File: config.mk
export PLATFORM = sky130hd
export DESIGN_NAME = rx_fifo_trig_top
export DESIGN_NICKNAME = d
export VERILOG_FILES = /design/src/rtl/rxf_pkg.sv /design/src/rtl/rxf_ctrl_reg.sv /design/src/rtl/rxf_store.sv /design/src/rtl/rxf_level_detect.sv /design/src/rtl/rx_fifo_trig_top.sv
export SDC_FILE = /design/constraint.sdc
export NUM_CORES = 1
export LEC_CHECK = 0
export BUFFER_PORTS_ARGS = -buffer_cell sky130_fd_sc_hd__buf_2
export CORE_MARGIN = 2
export CORE_UTILIZATION = 44
export CTS_CLUSTER_SIZE = 25
export DETAILED_ROUTE_END_ITERATION = 8
export PLACE_DENSITY = 0.59
export SKIP_CTS_REPAIR_TIMING = 1
export SLEW_MARGIN = 20
export SYNTH_ARGS = -nofsm -noshare
export SYNTH_HDL_FRONTEND = slang
export SYNTH_SLANG_ARGS = --single-unit
File: constraint.sdc
create_clock -name clk -period 2.7 [get_ports clk]
set_clock_uncertainty 0.05 [all_clocks]
set_input_delay 0.27 -clock clk [delete_from_list [all_inputs] [get_ports clk]]
set_output_delay 0.27 -clock clk [all_outputs]
set_load 0.01 [all_outputs]
File: src/rtl/rxf_pkg.sv
package rxf_pkg;

    localparam int LVL_W = 8;

    typedef struct packed {
        logic [2:0] rts_code;
        logic [1:0] rdf_code;
        logic       tx_clr;
        logic       rx_clr;
        logic       loopback;
    } ctrl_t;

    function automatic logic [LVL_W-1:0] rdf_threshold(input logic [1:0] code);
        logic [LVL_W-1:0] lvl;
        case (code)
            2'b00:   lvl = LVL_W'(1);
            2'b01:   lvl = LVL_W'(4);
            2'b10:   lvl = LVL_W'(8);
            default: lvl = LVL_W'(14);
        endcase
        return lvl;
    endfunction

    function automatic logic [LVL_W-1:0] rts_threshold(input logic [2:0] code);
        logic [LVL_W-1:0] lvl;
        if (code == 3'b000) begin
            lvl = LVL_W'(15);
        end else if (code == 3'b001) begin
            lvl = LVL_W'(1);
        end else begin
            lvl = LVL_W'({code, 1'b0} - 4'd0);
        end
        return lvl;
    endfunction

endpackage

File: src/rtl/rxf_ctrl_reg.sv
module rxf_ctrl_reg
    import rxf_pkg::*;
(
    input  logic        clk,
    input  logic        rst_n,
    input  logic        wr_en_i,
    input  logic [15:0] wr_data_i,
    input  logic        ovr_i,
    output ctrl_t       ctrl_o,
    output logic        ovr_clr_o,
    output logic [15:0] rd_data_o
);

    typedef struct packed {
        ctrl_t ctrl;
    } reg_st_t;

    reg_st_t st_d, st_q;

    always_comb begin
        st_d = st_q;
        if (wr_en_i) begin
            st_d.ctrl.rts_code = wr_data_i[10:8];
            st_d.ctrl.rdf_code = wr_data_i[7:6];
            st_d.ctrl.tx_clr   = wr_data_i[2];
            st_d.ctrl.rx_clr   = wr_data_i[1];
            st_d.ctrl.loopback = wr_data_i[0];
        end
    end

    always_ff @(posedge clk or negedge rst_n) begin
        if (!rst_n) begin
            st_q <= '0;
        end else begin
            st_q <= st_d;
        end
    end

    assign ctrl_o    = st_q.ctrl;
    assign ovr_clr_o = wr_en_i & wr_data_i[3];
    assign rd_data_o = {5'b0, st_q.ctrl.rts_code, st_q.ctrl.rdf_code, 2'b0,
                        ovr_i, st_q.ctrl.tx_clr, st_q.ctrl.rx_clr, st_q.ctrl.loopback};

    // a written code is what the register holds one cycle later
    p_write_lands_r3: assert property (@(posedge clk) disable iff (!rst_n)
        wr_en_i |=> (ctrl_o.rts_code == $past(wr_data_i[10:8]))
                 && (ctrl_o.rdf_code == $past(wr_data_i[7:6])));

endmodule

File: src/rtl/rxf_store.sv
module rxf_store #(
    parameter int DEPTH  = 16,
    parameter int DATA_W = 8,
    localparam int PTR_W = $clog2(DEPTH),
    localparam int CNT_W = $clog2(DEPTH + 1)
) (
    input  logic              clk,
    input  logic              rst_n,
    input  logic              push_i,
    input  logic [DATA_W-1:0] push_data_i,
    input  logic              pop_i,
    input  logic              clr_i,
    input  logic              ovr_clr_i,
    output logic [DATA_W-1:0] head_o,
    output logic [CNT_W-1:0]  cnt_o,
    output logic              ovr_o
);

    typedef struct packed {
        logic [PTR_W-1:0] wr_ptr;
        logic [PTR_W-1:0] rd_ptr;
        logic [CNT_W-1:0] cnt;
        logic             ovr;
    } st_t;

    st_t st_d, st_q;
    logic [DATA_W-1:0] mem_q [DEPTH];
    logic is_full, is_empty, pop_ok, push_ok, drop;

    function automatic logic [PTR_W-1:0] ptr_next(input logic [PTR_W-1:0] p);
        return (p == PTR_W'(DEPTH - 1)) ? '0 : p + 1'b1;
    endfunction

    always_comb begin
        is_full  = (st_q.cnt == CNT_W'(DEPTH));
        is_empty = (st_q.cnt == '0);
        pop_ok   = pop_i && !clr_i && !is_empty;
        push_ok  = push_i && !clr_i && (!is_full || pop_ok);
        drop     = push_i && !clr_i && is_full && !pop_ok;

        st_d = st_q;
        if (clr_i) begin
            st_d.wr_ptr = '0;
            st_d.rd_ptr = '0;
            st_d.cnt    = '0;
        end else begin
            if (push_ok) st_d.wr_ptr = ptr_next(st_q.wr_ptr);
            if (pop_ok)  st_d.rd_ptr = ptr_next(st_q.rd_ptr);
            if (push_ok && !pop_ok)      st_d.cnt = st_q.cnt + 1'b1;
            else if (pop_ok && !push_ok) st_d.cnt = st_q.cnt - 1'b1;
        end
        if (drop)           st_d.ovr = 1'b1;
        else if (ovr_clr_i) st_d.ovr = 1'b0;
    end

    always_ff @(posedge clk or negedge rst_n) begin
        if (!rst_n) begin
            st_q <= '0;
        end else begin
            st_q <= st_d;
        end
    end

    always_ff @(posedge clk) begin
        if (push_ok) mem_q[st_q.wr_ptr] <= push_data_i;
    end

    assign head_o = is_empty ? '0 : mem_q[st_q.rd_ptr];
    assign cnt_o  = st_q.cnt;
    assign ovr_o  = st_q.ovr;

    p_cnt_bound_r6: assert property (@(posedge clk) disable iff (!rst_n)
        cnt_o <= CNT_W'(DEPTH));

    p_drop_full_r7: assert property (@(posedge clk) disable iff (!rst_n)
        (push_i && !pop_i && !clr_i && cnt_o == CNT_W'(DEPTH)) |=> (cnt_o == CNT_W'(DEPTH)) && ovr_o);

    p_empty_pop_r8: assert property (@(posedge clk) disable iff (!rst_n)
        (pop_i && !push_i && !clr_i && cnt_o == '0) |=> (cnt_o == '0));

    p_pushpop_r9: assert property (@(posedge clk) disable iff (!rst_n)
        (push_i && pop_i && !clr_i && cnt_o != '0) |=> $stable(cnt_o));

    p_clear_r10: assert property (@(posedge clk) disable iff (!rst_n)
        clr_i |=> (cnt_o == '0));

endmodule

File: src/rtl/rxf_level_detect.sv
module rxf_level_detect
    import rxf_pkg::*;
#(
    parameter int CNT_W = 5
) (
    input  logic [CNT_W-1:0] cnt_i,
    input  logic [1:0]       rdf_code_i,
    input  logic [2:0]       rts_code_i,
    output logic             rdf_o,
    output logic             rts_o
);

    logic [LVL_W-1:0] cnt_ext;

    always_comb begin
        cnt_ext = LVL_W'(cnt_i);
        rdf_o   = (cnt_ext >= rdf_threshold(rdf_code_i));
        rts_o   = (cnt_ext >  rts_threshold(rts_code_i));
    end

endmodule

File: src/rtl/rx_fifo_trig_top.sv
module rx_fifo_trig_top
    import rxf_pkg::*;
#(
    parameter int DEPTH  = 16,
    parameter int DATA_W = 8,
    localparam int CNT_W = $clog2(DEPTH + 1)
) (
    input  logic              clk,
    input  logic              rst_n,
    input  logic              reg_wr_en,
    input  logic [15:0]       reg_wr_data,
    output logic [15:0]       reg_rd_data,
    input  logic              push_valid,
    input  logic [DATA_W-1:0] push_data,
    input  logic              pop_req,
    output logic [DATA_W-1:0] pop_data,
    output logic [CNT_W-1:0]  fill_count,
    output logic              rdf_flag,
    output logic              rts_level,
    output logic              loopback_en,
    output logic              tx_count_clr
);

    ctrl_t ctrl;
    logic  ovr_clr, ovr;

    rxf_ctrl_reg u_ctrl (
        .clk       (clk),
        .rst_n     (rst_n),
        .wr_en_i   (reg_wr_en),
        .wr_data_i (reg_wr_data),
        .ovr_i     (ovr),
        .ctrl_o    (ctrl),
        .ovr_clr_o (ovr_clr),
        .rd_data_o (reg_rd_data)
    );

    rxf_store #(.DEPTH(DEPTH), .DATA_W(DATA_W)) u_store (
        .clk         (clk),
        .rst_n       (rst_n),
        .push_i      (push_valid),
        .push_data_i (push_data),
        .pop_i       (pop_req),
        .clr_i       (ctrl.rx_clr),
        .ovr_clr_i   (ovr_clr),
        .head_o      (pop_data),
        .cnt_o       (fill_count),
        .ovr_o       (ovr)
    );

    rxf_level_detect #(.CNT_W(CNT_W)) u_lvl (
        .cnt_i      (fill_count),
        .rdf_code_i (ctrl.rdf_code),
        .rts_code_i (ctrl.rts_code),
        .rdf_o      (rdf_flag),
        .rts_o      (rts_level)
    );

    assign loopback_en  = ctrl.loopback;
    assign tx_count_clr = ctrl.tx_clr;

    // a full store exceeds every level of both tables
    p_full_flags_r4: assert property (@(posedge clk) disable iff (!rst_n)
        (fill_count == CNT_W'(DEPTH)) |-> (rts_level && rdf_flag));

    p_empty_flags_r5: assert property (@(posedge clk) disable iff (!rst_n)
        (fill_count == '0) |-> (!rts_level && !rdf_flag));

endmodule

== Word level (Yosys, flattened, before mapping) ==
Memories as Yosys holds them, arrays and structs flattened.
Index checks and enable logic that the tools add are counted.

* Register bits: 22
* Bits in latches: 0
* RAM bits: 128
* Bits in read-only memories: 0
* Input bits: 29
* Output and inout bits: 33
* Logic and storage cells: 59
* Memories: 1

{| class="wikitable"
|+ Memories
! memory !! depth !! width !! rd ports !! clocked after Yosys merged registers in !! wr ports !! line !! text
|-
| u_store.mem_q || 16 || 8 || 1 || 0 || 1 || rxf_store.sv:27 || <nowiki>logic [DATA_W-1:0] mem_q [DEPTH];</nowiki>
|}

* Add/sub/neg operators: 4
* Multipliers: 0
* Divide/modulo/power cells: 0
* $lt $le $gt $ge: 2
* Equal/unequal tests: 6
* Shift operators: 0
* Multiplexer cells: 15
* Bitwise logic cells: 1
* Reduce and logical (&&, ||, !) cells: 21

{| class="wikitable"
|+ Operators by type and width
! cell !! number
|-
| 4-bit 2-to-1 mux || 5
|-
| 8-bit 2-to-1 mux || 2
|-
| 13-bit 2-to-1 mux || 1
|-
| 4-bit case mux with 3 select lines || 1
|-
| 5-bit 2-to-1 mux || 2
|-
| 4-bit by 1-bit adder with 4-bit output (second input constant) || 2
|-
| 4-bit equality test (second input constant) || 2
|-
| 5-bit by 8-bit > comparator with 1-bit output || 1
|-
| 1-bit logical AND || 8
|-
| 2-bit nonzero test || 3
|-
| 5-bit by 1-bit adder with 5-bit output (second input constant) || 1
|-
| 5-bit equality test (second input constant) || 1
|-
| 5-bit by 4-bit >= comparator with 1-bit output || 1
|-
| 1-bit logical NOT || 5
|-
| 5-bit logical NOT || 1
|-
| 5-bit by 1-bit subtractor with 5-bit output (second input constant) || 1
|-
| 1-bit 2-to-1 mux || 4
|-
| 3-bit by 1-bit equality test with 1-bit output (second input constant) || 1
|-
| 3-bit logical NOT || 1
|-
| 3-bit nonzero test || 1
|-
| 2-bit by 1-bit equality test with 1-bit output (second input constant) || 1
|-
| 2-bit equality test (second input constant) || 1
|-
| 2-bit logical NOT || 1
|-
| 1-bit bitwise AND || 1
|-
| 1-bit logical OR || 1
|}

== Depth between registers and ports, before layout ==
Gate-level depths: netlist of the first run.

* Word-level depth: 10
* Depth in mapped cells: 10
* Depth with buffers taken out: 9

== Modules after synthesis ==
A second synthesis of the first run with hierarchy kept.

* Cells, all modules: 388
* Area total of the unflattened synthesis: 6670.1 µm²

{| class="wikitable"
|+ Modules (own cells, without submodules)
! module !! instances !! cells an instance !! area an instance (µm²) !! seq. area each (µm²)
|-
| rxf_store || 1 || 322 || 5985.7 || 4194.0
|-
| rxf_ctrl_reg || 1 || 35 || 462.9 || 200.2
|-
| rxf_level_detect || 1 || 31 || 221.5 || 0.0
|}

== Least setup slack after synthesis of the first run ==
Ideal clock, no wire load.

* Path type: reg-to-reg
* Start: reg u_store.st_q, in the netlist u_store.cnt_o[0]
* End: reg u_store.st_q, in the netlist u_store.cnt_o[4]
* Setup time: 88 ps
* Arrival: 2281 ps
* Required time: 2562 ps
* Path slack: 281 ps
* Cell stages (with the launch flop): 11
* Buffers on the path: 1
* Period minus slack after synthesis: 2419 ps
* Cell sequence: dfrtp_1 or3_1 buf_6 o21a_4 nand2_1 inv_1 fa_1 nand2b_1 o2bb2ai_1 a21bo_2 nor3b_1

* Cells in the longest elaborated chain, start to end: 8
* Elaborated cells between the ends (all ways): 17
* Those cells by class: 2 x add/sub; 1 x eq/ne; 3 x mux; 11 x reduce/logical

{| class="wikitable"
|+ RTL lines
! what !! line !! text
|-
| start: declaration || rxf_store.sv:26 || <nowiki>st_t st_d, st_q;</nowiki>
|-
| start signal: assignment || rxf_store.sv:60 || <nowiki>st_q <= st_d;</nowiki>
|-
| parallel branches: the longest is 8 deep, another holds 5-bit by 1-bit subtractor with 5-bit output || - ||
|}

Several ways; the timed one is not identified. The select of a mux whose other input is x is not followed.
A chain may end at the register's enable or synchronous reset.

== Final worst setup path of the first run ==
* Start: reg u_store.st_q, in the netlist u_store.cnt_o[0]
* End: out rdf_flag

* Cells in the longest elaborated chain, start to end: 1

{| class="wikitable"
|+ RTL lines
! what !! line !! text
|-
| 5-bit by 4-bit >= comparator with 1-bit output || rxf_level_detect.sv:17 || <nowiki>rdf_o = (cnt_ext >= rdf_threshold(rdf_code_i));</nowiki>
|-
| end: declaration || rx_fifo_trig_top.sv:18 || <nowiki>output logic rdf_flag,</nowiki>
|}

Every way passes these cells.

==> results of run 1 <==
-- final cells by class --
cell class | count | area [um2] | share of cell area [%]
flip-flops and latches | 150 | 4400 | 57.1
multi-input cells | 209 | 2020 | 26.3
clock buffers | 21 | 440 | 5.72
repair buffers | 66 | 418 | 5.42
well taps | 184 | 230 | 2.99
clock inverters | 11 | 150 | 1.95
inverters | 12 | 45.0 | 0.585
-- power groups by stage --
stage	registers, mW	clock network (mW)	logic [mW]
4_1_cts	2.67	2.41	1.75
6_report	2.67	2.37	1.74
5_1_grt	2.69	2.50	1.92
3_5_place_dp	2.72	0	1.75
2_1_floorplan	2.73	0	1.24
3_3_place_gp	2.72	0	1.72
-- path summary, 6_finish.rpt --
kind / from / slack (ps) / endpoint
max in group asynchronous: rst_n / 1920 / u_store.st_q[6]
max reg2reg: u_store.cnt_o[1] / 220 / u_store.cnt_o[4]
min: reg_wr_data[6] / 6 / u_ctrl.ctrl_o[3]
min reg2reg: u_store.ovr_o / 450 / u_store.ovr_o
min in group asynchronous: rst_n / 320 / u_store.cnt_o[1]
max: u_store.cnt_o[0] / 130 / rdf_flag
-- flip-flops by register name (all words and copies together) (netlist names) --
register / cells
u_store.ovr_o: 1
u_store.st_q: 8
u_ctrl.ctrl_o: 8
u_store.mem_q: 128
u_store.cnt_o: 5
-- metal layers --
metal / GRT usage [%] / vias up
met5: 0 / -
met4: 5.62 / 0
met3: 4.34 / 12
met2: 27.9 / 57
met1: 24.2 / 1866
li1: - / 1649
-- cells in the mapped netlist (all sizes together) (3+ instances only) --
| cell | n |
|---|---|
| o32ai | 9 |
| or2 | 3 |
| buf | 29 |
| a21oi | 6 |
| ha | 16 |
| nand2b | 6 |
| nand2 | 16 |
| mux2i | 9 |
| mux2 | 9 |
| o21ai | 7 |
| nand3b | 5 |
| or3 | 3 |
| mux4 | 32 |
| clkbuf | 6 |
| nand4 | 3 |
| dfrtp | 22 |
| a21o | 3 |
| nor2b | 3 |
| edfxtp | 128 |
| nor3 | 3 |
| inv | 12 |
| and2 | 8 |
| nor3b | 5 |
| nor2 | 26 |
| nor4b | 3 |
-- metrics by stage --
step                      setup TNS (ps)  instances  power (mW)  hold WS, ps  area (um2)
after floorplan                        0        406        3.97        -75.6        6650
after global placement                 0        620        4.44          212        7090
after detailed placement               0        620        4.47          227        7090
after CTS                           -201        652        6.84         -232        7680
after global routing                   0        653        7.10         19.4        7700
final                                  0        653        6.78         5.94        7700
-- critical path, cell delays in order, from the launching register on --
cell	delay [ps]
sky130_fd_sc_hd__dfrtp_1	370
sky130_fd_sc_hd__buf_4	160
sky130_fd_sc_hd__inv_1	150
sky130_fd_sc_hd__ha_1	250
sky130_fd_sc_hd__nand2b_1	140
sky130_fd_sc_hd__a21o_1	170
sky130_fd_sc_hd__a21o_1	170
sky130_fd_sc_hd__a211o_1	280
sky130_fd_sc_hd__buf_2	140
-- cells by family (layout without fill, tap and decap cells) --
| family | after synthesis | after routing | synth area share (%) |
|---|---|---|---|
| flip-flops | 150 | 150 | 66.3 |
| AND/OR/NAND/NOR | 90 | 90 | 7.17 |
| multiplexers | 50 | 50 | 13.8 |
| buffers and inverters | 47 | 110 | 4.00 |
| AO/OA/AOI/OAI | 42 | 42 | 5.00 |
| adder cells (fa/ha/maj) | 17 | 17 | 3.32 |
| XOR/XNOR | 3 | 3 | 0.396 |
| other | 1 | 7 | 0.0566 |
==> load_flow_metrics.sql, run 1 <==
INSERT INTO impl_metrics (metric_group, metric, value, unit) VALUES
('status', 'outcome', 'completed', ''),
('die', 'design.core.area', '14600', 'um2'),
('synthesis', 'synth.cell_area', '6630', 'um2'),
('clock_network', 'cts_num_sinks', '150', ''),
('clock_network', 'tritoncts', 'yes', ''),
('setup_path', 'setup.worst_path.end_class', 'primary output', ''),
('pwr', 'power_report.internal_total', '4.90', 'mW'),
('synthesis', 'syn_inst', '400', ''),
('routing', 'drt-met1-wl', '6400', 'um'),
('die', 'fp.dieH', '127', 'um'),
('die', 'initial_standard_cell_utilization_of_the_core', '45.3', '%'),
('global_route', 'grt_pass1_vias', '3601', ''),
('sta', 'grt_setup_unrepaired', 'no', ''),
('run', 'drv_cap', '0', ''),
('clock_network', 'cts.root.buffer_cell', 'sky130_fd_sc_hd__clkbuf_16', ''),
('synthesis', 'netlist.area_leader.share', '58.0', '%'),
('routing', 'detailroute.via_count', '3584', ''),
('global_route', 'grtUsageTotal', '17.6', '%'),
('final_layout', 'fraction_of_layout_cells_with_a_size_suffix_above_1', '31.8', '%'),
('routing', 'wl_met2', '6450', 'um'),
('pwr', 'p_comb_share', '25.6', '%'),
('final_layout', 'nets', '502', ''),
('clock_network', 'clock_tree.buffer_depth', '2', ''),
('global_route', 'first_pass_grt_wire_length', '20600', 'um'),
('pwr', 'clkPwrFrac', '35.0', '%'),
('pwr', 'power_switching', '1.88', 'mW'),
('synthesis', 'synth-seq-cells', '150', ''),
('hold_path', 'hold_path_class', 'input port to register', ''),
('pwr', 'seq_power_share', '39.4', '%'),
('pwr', 'power_leakage', '2.72', 'nW'),
('placed_design', 'placement.setup.worst_slack', '191', 'ps'),
('sta', 'timing.fmax', '0.389', 'GHz'),
('placed_design', 'gp_congestion', '0.762', ''),
('setup_path', 'worstPathArrival', '2250', 'ps'),
('synthesis', 'synth.lib_cells_used.distinct', '52', ''),
('sta', 'post-route-worst-setup-slack', '129', 'ps'),
('die', 'placement_rows', '44', ''),
('setup_path', 'kind_of_launch_point_of_the_worst_setup_path', 'register', ''),
('synthesis', 'number_of_synthesized_flops_with_an_enable_pin', '128', ''),
('final_layout', 'layout_common_cells', '128 x sky130_fd_sc_hd__edfxtp_1, 47 x sky130_fd_sc_hd__buf_2, 32 x sky130_fd_sc_hd__mux4_2', ''),
('routing', 'route.met3.wl', '414', 'um'),
('global_route', 'grt_max_degree', '29', ''),
('sta', 'layout_worst_path_cycle_share', '95.2', '%'),
('synthesis', 'part_of_the_yosys_area_used_for_sequential_elements', '66.3', '%'),
('routing', 'detail_route.wirelength', '13400', 'um'),
('setup_path', 'critPathMaxFanout', '6', ''),
('clock_network', 'path_clk_slew', '60', 'ps'),
('final_layout', 'antennaDiodeCount', '0', ''),
('routing', 'drt_pre_antenna_iters', '6', ''),
('global_route', 'number_of_antenna_violations_at_the_first_check_in_global_routing', '0', ''),
('routing', 'vias_per_cell', '5.49', ''),
('pwr', 'pwr_density_cell', '880', 'nW/um2'),
('setup_path', 'ff2ff_path_depth', '9', ''),
('die', 'fp.dieArea', '16100', 'um2'),
('final_layout', 'syn2layout_area_growth', '16.2', '%'),
('routing', 'routed_wire_length_per_instance', '20.5', 'um'),
('sta', 'slew_viol_final', '0', ''),
('setup_path', 'timing_worst_setup_path_type', 'register to primary output', ''),
('routing', 'final_antenna_net_count', '0', ''),
('routing', 'post-route-drc-count', '0', ''),
('global_route', 'grt_remaining_overflow', '0', ''),
('sta', 'timing.final.setup_violations', '0', ''),
('die', 'io_pins', '62', ''),
('synthesis', 'post_synth_main_area_contributors', 'sky130_fd_sc_hd__edfxtp_1 58%, sky130_fd_sc_hd__mux4_2 11%, sky130_fd_sc_hd__dfrtp_1 8.3%, sky130_fd_sc_hd__ha_1 3.0%, sky130_fd_sc_hd__buf_4 2.2%', ''),
('final_layout', 'final_util', '52.6', '%'),
('clock_network', 'cts_inserted_buffers', '17', ''),
('routing', 'dr.max_layer_used', 'met4', ''),
('pwr', 'vdd.ir_drop.worst', '0.427', 'mV'),
('clock_network', 'worst_skew_pair.late_latency', '420', 'ps'),
('final_layout', 'layout.cells.most_common', 'sky130_fd_sc_hd__edfxtp_1', ''),
('synthesis', 'synthArstFlopShare', '14.7', '%');
Note: power is estimated with default switching activity, not from simulation.
==> inputs of run 2 (changes only) <==
CORE_ASPECT_RATIO = 0.9   (was unset)
==> run 2 against run 1 <==
Net effect:
- routed wire length grew 1.0%
- clock-buffer cell count is the same
- core utilization is essentially flat
- worst hold slack gained 9.9 ps
- sequential cell count is the same
- design area grew 0.55%
- first-iteration DRC count grew 21%
- non-clock buffer count grew 1
- register-to-register slack gained 50 ps
- cell count grew 2.3%
- largest power group unchanged
==> load_flow_metrics.sql, run 2 (synthesis results as in run 1) <==
INSERT INTO impl_metrics (metric_group, metric, value, unit) VALUES
('final_layout', 'largest_register', 'u_store.mem_q', ''),
('clock_network', 'cts_num_sinks', '150', ''),
('final_layout', 'largest_register_ffs', '128', ''),
('die', 'io_pins', '62', ''),
('global_route', 'grtUsageTotal', '18.0', '%'),
('die', 'design.core.area', '14700', 'um2'),
('pwr', 'power_leakage', '2.74', 'nW'),
('sta', 'finalHoldViolations', '0', ''),
('die', 'fp.dieH', '120', 'um'),
('clock_network', 'clock_tree.buffer_depth', '2', ''),
('clock_network', 'path_clk_slew', '60', 'ps'),
('routing', 'drt_pre_antenna_iters', '4', ''),
('placed_design', 'post-place-cells', '634', ''),
('run', 'drv_cap', '0', ''),
('sta', 'worst-slew-pin-transition', '713', 'ps'),
('placed_design', 'dpl-instance-area', '7090', 'um2'),
('status', 'outcome', 'completed', ''),
('routing', 'dr.first_iter.drc_count', '294', ''),
('routing', 'final_antenna_net_count', '0', ''),
('routing', 'detailroute.via_count', '3553', ''),
('clock_network', 'cts_inserted_buffers', '17', ''),
('sta', 'timing.fmax', '0.385', 'GHz'),
('sta', 'layout_worst_path_cycle_share', '96.1', '%'),
('sta', 'timing.final.crit_period', '2590', 'ps'),
('routing', 'detail_route.wirelength', '13500', 'um'),
('placed_design', 'hpwlAfterDp', '8450', 'um'),
('placed_design', 'gp_congestion', '0.756', ''),
('pwr', 'pwr_density_cell', '876', 'nW/um2'),
('setup_path', 'timing_worst_setup_path_type', 'register to primary output', ''),
('setup_path', 'worstPathArrival', '2270', 'ps'),
('die', 'chipWidth', '133', 'um'),
('pwr', 'total_power', '6.78', 'mW'),
('global_route', 'first_pass_grt_wire_length', '20800', 'um'),
('final_layout', 'nets', '503', ''),
('setup_path', 'kind_of_launch_point_of_the_worst_setup_path', 'register', ''),
('clock_network', 'tritoncts', 'yes', ''),
('placed_design', 'placement.setup.worst_slack', '226', 'ps'),
('final_layout', 'finished_cell_area', '7750', 'um2'),
('global_route', 'grt_pass1_vias', '3657', ''),
('global_route', 'grt_max_degree', '38', ''),
('final_layout', 'antennaDiodeCount', '0', ''),
('final_layout', 'layout.cells.most_common', 'sky130_fd_sc_hd__edfxtp_1', ''),
('sta', 'timing.final.setup_violations', '0', ''),
('global_route', 'number_of_antenna_violations_at_the_first_check_in_global_routing', '0', ''),
('setup_path', 'required', '2380', 'ps'),
('sta', 'post-route-worst-setup-slack', '105', 'ps'),
('sta', 'finalSetupTns', '0', 'ps'),
('routing', 'post-route-drc-count', '0', ''),
('setup_path', 'setup.worst_path.end_class', 'primary output', ''),
('final_layout', 'final_cell_count_no_fill', '668', ''),
('die', 'initial_standard_cell_utilization_of_the_core', '45.1', '%'),
('placed_design', 'io_buf_count', '47', ''),
('setup_path', 'critPathMaxFanout', '19', ''),
('pwr', 'vdd.ir_drop.worst', '0.520', 'mV'),
('die', 'fp.dieArea', '16100', 'um2'),
('routing', 'routed_wire_length_per_instance', '20.3', 'um'),
('clock_network', 'worst_skew_pair.late_latency', '410', 'ps'),
('clock_network', 'cts.root.buffer_cell', 'sky130_fd_sc_hd__clkbuf_16', ''),
('sta', 'worst_hold_slack', '15.8', 'ps'),
('hold_path', 'hold_path_class', 'input port to register', ''),
('clock_network', 'cts_htree_levels', '4', ''),
('final_layout', 'final_util', '52.6', '%'),
('sta', 'slew_viol_final', '0', ''),
('die', 'placement_rows', '42', ''),
('final_layout', 'syn2layout_area_growth', '16.9', '%'),
('final_layout', 'layout_common_cells', '128 x sky130_fd_sc_hd__edfxtp_1, 47 x sky130_fd_sc_hd__buf_2, 32 x sky130_fd_sc_hd__mux4_2', ''),
('sta', 'slew-limit-headroom', '52.3', '%'),
('routing', 'vias_per_cell', '5.32', ''),
('sta', 'grt_setup_unrepaired', 'no', ''),
('global_route', 'grt_remaining_overflow', '0', ''),
('final_layout', 'fraction_of_layout_cells_with_a_size_suffix_above_1', '32.3', '%');
## run 2: final timing paths
check	from	endpoint	slack, ps	cells past startpoint
worst max-delay path	u_store.st_q[6]	pop_data[2]	110	5
worst min-delay path	reg_wr_data[6]	u_ctrl.ctrl_o[3]	20	3
worst max register to register	u_store.cnt_o[1]	u_store.cnt_o[4]	270	9
worst min register to register	u_store.ovr_o	u_store.ovr_o	440	2
max in group asynchronous	rst_n	u_store.st_q[6]	1860	2
min in group asynchronous	rst_n	u_ctrl.ctrl_o[6]	350	2
## run 2: final cells by class
cell class | instances | area, um2
timing repair buffer | 67 | 425
inverter | 12 | 45.0
fill | 1237 | 6970
multi-input combinational | 209 | 2060
clock buffer | 21 | 440
clock inverter | 11 | 133
tap | 198 | 248
sequential | 150 | 4400
## run 2: report_power, final
group / leakage (nW) / internal (mW) / total [mW] / switching [mW]
logic: 1.03 / 0.857 / 1.80 / 0.946
registers: 1.43 / 2.61 / 2.67 / 0.0578
clock network: 0.277 / 1.44 / 2.31 / 0.868
## run 2: per-layer routing
| metal | track usage, % | wire (um) | part of all wire [%] |
|---|---|---|---|
| met1 | 25.5 | 6210 | 46 |
| met3 | 4.65 | 733 | 5.4 |
| met4 | 5.92 | 125 | 0.92 |
| met5 | 0 | 0 | 0 |
| met2 | 27.5 | 6470 | 48 |
## run 2: critical path, stage by stage, from the launching register on
cell and delay (ps):
sky130_fd_sc_hd__dfrtp_2 430, sky130_fd_sc_hd__buf_16 210, sky130_fd_sc_hd__mux4_2 520, sky130_fd_sc_hd__mux2i_1 300
sky130_fd_sc_hd__o32ai_1 200, sky130_fd_sc_hd__buf_2 170
